File: src/rtl/via_bist_seq.sv
`timescale 1ns/1ps
module via_bist_seq #(
  parameter int CHAIN_LEN = 8,
  parameter bit EXTRA_EN = 1'b0,
  parameter logic [CHAIN_LEN-1:0] SAF_PAT = 'hA5,
  parameter logic [CHAIN_LEN-1:0] SAF_EXP = 'h4B,
  parameter logic [CHAIN_LEN-1:0] NS_PAT  = 'hFF,
  parameter logic [CHAIN_LEN-1:0] NS_EXP  = 'hFF,
  parameter logic [CHAIN_LEN-1:0] XT_PAT  = 'h3C,
  parameter logic [CHAIN_LEN-1:0] XT_EXP  = 'h78
) (
  input  logic       clk,
  input  logic       rst_n,
  input  logic       start,
  output logic       scan_en,
  output logic       scan_si,
  input  logic       scan_so,
  output logic       load_en,
  output logic       capt_en,
  output logic       pulse_en,
  output logic       done,
  output logic       fail,
  output logic [1:0] fail_stage
);
  localparam int CW = (CHAIN_LEN > 1) ? $clog2(CHAIN_LEN) : 1;
  localparam logic [CW-1:0] LAST_BIT = CW'(CHAIN_LEN - 1);
  localparam logic [1:0] LAST_STAGE = EXTRA_EN ? 2'd3 : 2'd2;

  typedef enum logic [2:0] {S_IDLE, S_SHIN, S_LOAD, S_CAPT, S_SHOUT, S_DONE} st_t;

  st_t st;
  logic [CW-1:0] cnt;
  logic [1:0] stage;
  logic pass1;
  logic [CHAIN_LEN-1:0] pat, expv;

  always_comb begin
    case (stage)
      2'd0:    begin pat = {CHAIN_LEN{pass1}}; expv = {CHAIN_LEN{pass1}}; end
      2'd1:    begin pat = SAF_PAT; expv = SAF_EXP; end
      2'd2:    begin pat = NS_PAT;  expv = NS_EXP;  end
      default: begin pat = XT_PAT;  expv = XT_EXP;  end
    endcase
  end

  wire bit_last = (cnt == LAST_BIT);
  wire mism = (scan_so != expv[cnt]);

  assign scan_en  = (st == S_SHIN) || (st == S_SHOUT);
  assign scan_si  = (st == S_SHIN) && pat[cnt];
  assign load_en  = (st == S_LOAD);
  assign capt_en  = (st == S_CAPT);
  assign pulse_en = (st == S_CAPT) && (stage == 2'd2);
  assign done     = (st == S_DONE);

  always_ff @(posedge clk) begin
    if (!rst_n) begin
      st <= S_IDLE;
      cnt <= '0;
      stage <= 2'd0;
      pass1 <= 1'b0;
      fail <= 1'b0;
      fail_stage <= 2'd0;
    end else begin
      case (st)
        S_IDLE, S_DONE:
          if (start) begin
            st <= S_SHIN;
            cnt <= '0;
            stage <= 2'd0;
            pass1 <= 1'b0;
            fail <= 1'b0;
            fail_stage <= 2'd0;
          end
        S_SHIN:
          if (bit_last) begin
            cnt <= '0;
            st <= (stage == 2'd0) ? S_SHOUT : S_LOAD;
          end else begin
            cnt <= cnt + 1'b1;
          end
        S_LOAD: st <= S_CAPT;
        S_CAPT: st <= S_SHOUT;
        S_SHOUT:
          if (mism) begin
            st <= S_DONE;
            fail <= 1'b1;
            fail_stage <= stage;
          end else if (!bit_last) begin
            cnt <= cnt + 1'b1;
          end else begin
            cnt <= '0;
            if (stage == 2'd0 && !pass1) begin
              pass1 <= 1'b1;
              st <= S_SHIN;
            end else if (stage == LAST_STAGE) begin
              st <= S_DONE;
            end else begin
              stage <= stage + 2'd1;
              pass1 <= 1'b0;
              st <= S_SHIN;
            end
          end
        default: st <= S_IDLE;
      endcase
    end
  end

  // at most one chain mode at a time
  a_r2_one_mode: assert property (@(posedge clk) disable iff (!rst_n)
    $onehot0({scan_en, load_en, capt_en}));
  // capture directly follows load
  a_r3_capt_after_load: assert property (@(posedge clk) disable iff (!rst_n)
    capt_en |-> $past(load_en));
  // the chain check never loads the vias
  a_r6_no_load_in_chain: assert property (@(posedge clk) disable iff (!rst_n)
    load_en |-> (stage != 2'd0));
  // the charge pulse sits inside a capture cycle
  a_r4_pulse_in_capt: assert property (@(posedge clk) disable iff (!rst_n)
    pulse_en |-> capt_en);
  // a mismatch ends the run with fail set
  a_r5_stop_on_mismatch: assert property (@(posedge clk) disable iff (!rst_n)
    (scan_en && !scan_si && (st == S_SHOUT) && mism) |=> (done && fail));
  a_r5_fail_means_done: assert property (@(posedge clk) disable iff (!rst_n)
    fail |-> done);
  // results hold until a new start
  a_r8_hold: assert property (@(posedge clk) disable iff (!rst_n)
    (done && !start) |=> (done && $stable(fail) && $stable(fail_stage)));
  // the extra stage is reached only when enabled
  a_r9_extra_gated: assert property (@(posedge clk) disable iff (!rst_n)
    (stage == 2'd3) |-> EXTRA_EN);
endmodule

File: config.mk
export PLATFORM = sky130hd
export DESIGN_NAME = via_bist_seq
export DESIGN_NICKNAME = d
export VERILOG_FILES = /design/src/rtl/via_bist_seq.sv
export SDC_FILE = /design/constraint.sdc
export NUM_CORES = 1
export LEC_CHECK = 0
export BUFFER_PORTS_ARGS = -buffer_cell sky130_fd_sc_hd__buf_2
export CORE_MARGIN = 1.5
export CORE_UTILIZATION = 50
export CTS_CLUSTER_DIAMETER = 30
export DETAILED_ROUTE_END_ITERATION = 10
export PLACE_DENSITY = 0.77
export SLEW_MARGIN = 30
export SYNTH_ARGS = -nofsm -noshare
export SYNTH_HDL_FRONTEND = slang
export SYNTH_SLANG_ARGS = --single-unit
File: constraint.sdc
create_clock -name clk -period 2.4 [get_ports clk]
set_clock_uncertainty 0.1 [all_clocks]
set_input_delay 0.24 -clock clk [delete_from_list [all_inputs] [get_ports clk]]
set_output_delay 0.24 -clock clk [all_outputs]
set_load 0.01 [all_outputs]
==> impl_metrics.env <==
export IMPL_finalInstanceArea_um2=1320
export IMPL_cp_data_required_time_ns=2.48
export IMPL_crit_chain="inv_4 > ha_4 > and3b_1 > or2_4 > o41ai_4 > nor4_4 > or4_1 > and3_1"
export IMPL_path_class="reg -> reg"
export IMPL_ys_ff_latch=12
export IMPL_slew_violations=0
export IMPL_place_hpwl_um=1790
export IMPL_run_status="finished clean"
export IMPL_synth_most_common_cell="nand2_1"
export IMPL_io_buffers=12
export IMPL_antenna_found_initial=0
export IMPL_synth_nets=136
export IMPL_power_switching_uw=193
export IMPL_synth_area_top_cells="dfxtp_1, mux2i_1, ha_1"
export IMPL_dr_first_iter_drc_count=40
export IMPL_clockPowerShare_pct=29.8
export IMPL_cts_path_max_buffers=2
export IMPL_first_global_vias=926
export IMPL_grt_overflow=0
export IMPL_async_flop_share_pct=0
export IMPL_path_buf_inv=1
export IMPL_via_per_inst=5.93
export IMPL_h_tree_depth=1
export IMPL_nNetsFinal=165
export IMPL_netlist_area_um2=973
export IMPL_cts_root_buffer_cell="clkbuf_4"
export IMPL_max_slew_margin_rel_pct=66.7
export IMPL_pwr_share_seq_pct=39.0
export IMPL_worst_endpoint_arrival_ns=2.48
export IMPL_postSynthAreaPerCell_um2=7.66
export IMPL_fp_dieH_um=47.1
export IMPL_clock_latency_ns=0.29
export IMPL_wl_per_cell_um=14.4
export IMPL_diodes=0
export IMPL_cts_buffers=3
export IMPL_post_dp_cell_area_um2=1180
export IMPL_synth_cell_type_count=41
export IMPL_max_freq_mhz=417
export IMPL_peakVddDrop_v=0.000337
export IMPL_timing_hold_ws_ns=0.198
export IMPL_cts_tree="done"
export IMPL_rows=15
export IMPL_grt_use_total_pct=25.1
export IMPL_pwr_share_comb_pct=31.2
export IMPL_drt_antenna_violating_nets=0
export IMPL_yosys_warnings=0
export IMPL_hp_class="in -> reg"
export IMPL_cap_violations=0
export IMPL_internal_power_uw=379
export IMPL_synth_top_cell_area_share_pct=24.7
export IMPL_die_w_um=47.1
export IMPL_synth_top_cell_by_area="dfxtp_1"
export IMPL_drive_above_1_share_pct=34.8
export IMPL_cts_sinks=12
export IMPL_p_leak_uw=0.000566
export IMPL_setup_violations=0
export IMPL_cp_start_kind="flop"
export IMPL_crit_path_max_fanout=7
export IMPL_rsz0062_at_grt="true"
export IMPL_slowest_stage="o41ai_4"
export IMPL_swShare_pct=33.7
export IMPL_ios=13
export IMPL_cellPowerDensity_nw_per_um2=434
export IMPL_grt_pass1_wl_um=3930
export IMPL_coreArea_um2=1780
export IMPL_min_period_ns=2.40
export IMPL_gp_congestion=0.879
export IMPL_finalHoldViolCount=0
export IMPL_critPathCaptureType="flop"
export IMPL_slowest_delay_ns=0.42
export IMPL_grt_max_degree=18
export IMPL_routed_via_count=1067
export IMPL_clk_pin_slew_ns=0.09
export IMPL_netlist_instances=127
export IMPL_wl_um=2590
export IMPL_yosys_most_used_dff="dfxtp_1"
export IMPL_ys_top_cells_by_count="nand2_1, dfxtp_1, inv_1, nor2_1"
export IMPL_crit_family="simple AND/OR/NAND/NOR gates"
export IMPL_start_util_pct=54.6
export IMPL_fin_crit_sh_pct=99.9
export IMPL_seq_area_frac_synth_pct=24.7
export IMPL_drtPass1Iterations=4
export IMPL_die_area_um2=2220
export IMPL_worst_pin_slew_ns=0.499
export IMPL_synth_edf_count=0
export IMPL_route_detailed_drc=0
export IMPL_area_growth_pct=35.3
-- flip-flops by register name, indices dropped and copies added (netlist names) --
register / flops
st: 3
stage: 2
fail: 1
pass1: 1
fail_stage: 2
cnt: 3
-- path summary, 6_finish.rpt --
path | start | to | slack [ns] | depth (start not counted)
max | stage[0] | pass1 | 0.003 | 8
max reg2reg | stage[0] | pass1 | 0.003 | 8
min | rst_n | st[2] | 0.20 | 3
min reg2reg | fail | fail | 0.36 | 2
-- tightest hold or removal path: stages --
cell,delay [ns]
buf_2,0.19
nand2_1,0.08
a21oi_1,0.03
-- final cells by class --
| class | instances | area, um^2 |
|---|---|---|
| Inverter | 8 | 32.5 |
| Timing Repair Buffer | 29 | 188 |
| Sequential cell | 12 | 245 |
| Tap cell | 25 | 31.3 |
| Fill cell | 143 | 465 |
| Clock buffer | 4 | 36.3 |
| Multi-Input combinational cell | 102 | 785 |
-- metrics by stage --
step	worst slack [ns]	std cells	TNS, ns	util, %	power, uW
3_3_place_gp	0.00853	172	0	66.3	380
4_1_cts	0.00571	176	0	68.9	552
3_5_place_dp	-0.0606	172	-0.183	66.3	384
6_report	0.00304	180	0	73.9	572
2_1_floorplan	0.0336	127	0	-	338
5_1_grt	-0.0754	180	-0.160	73.9	602
-- cells by family after synthesis --
logic type               count (synthesis)  synth area share (%)
multiplexers                             7                  7.20
AND/OR/NAND/NOR                         60                  33.5
flip-flops                              12                  24.7
XOR/XNOR                                 2                  1.80
adder cells (fa/ha/maj)                  5                  6.43
AO/OA/AOI/OAI                           28                  21.1
buffers and inverters                   13                  5.27
-- layout by cell type, fill, tap and decap left out, types with 2 or more instances in the layout --
master,n
buf_4,17
nand2_1,16
buf_2,12
dfxtp_1,10
nor2_1,8
mux2i_1,7
inv_1,6
a21oi_1,6
nand2b_1,5
nand3_1,5
or4_1,4
ha_1,4
and2_1,3
nor2b_1,3
clkbuf_4,3
nor3b_1,2
o21ai_1,2
and3_1,2
o21ai_2,2
o41ai_4,2
or3_1,2
nor4_1,2
-- per-layer routing --
| metal | part of all wire (%) | track usage [%] |
|---|---|---|
| met1 | 45 | 31.5 |
| met2 | 47 | 42.5 |
| met3 | 5.8 | 4.62 |
| met4 | 1.8 | 10.0 |
| met5 | 0 | 0 |
-- power groups by stage --
stage                     Clock (uW)  Combinational, uW  Sequential, uW
after global routing             181                195             226
final                            171                178             223
after CTS                        169                161             222
after floorplan                    0                119             219
after global placement             0                154             226
after detailed placement           0                157             227
-- what timing repair did --
action | CTS | global route
pin swaps | 1 | 9
resized for setup | 3 | 12
hold buffers | 0 | 0
setup buffers | 0 | 4
endpoints found under the setup margin | 9 | 8
Power figures use the tool's default switching activity.
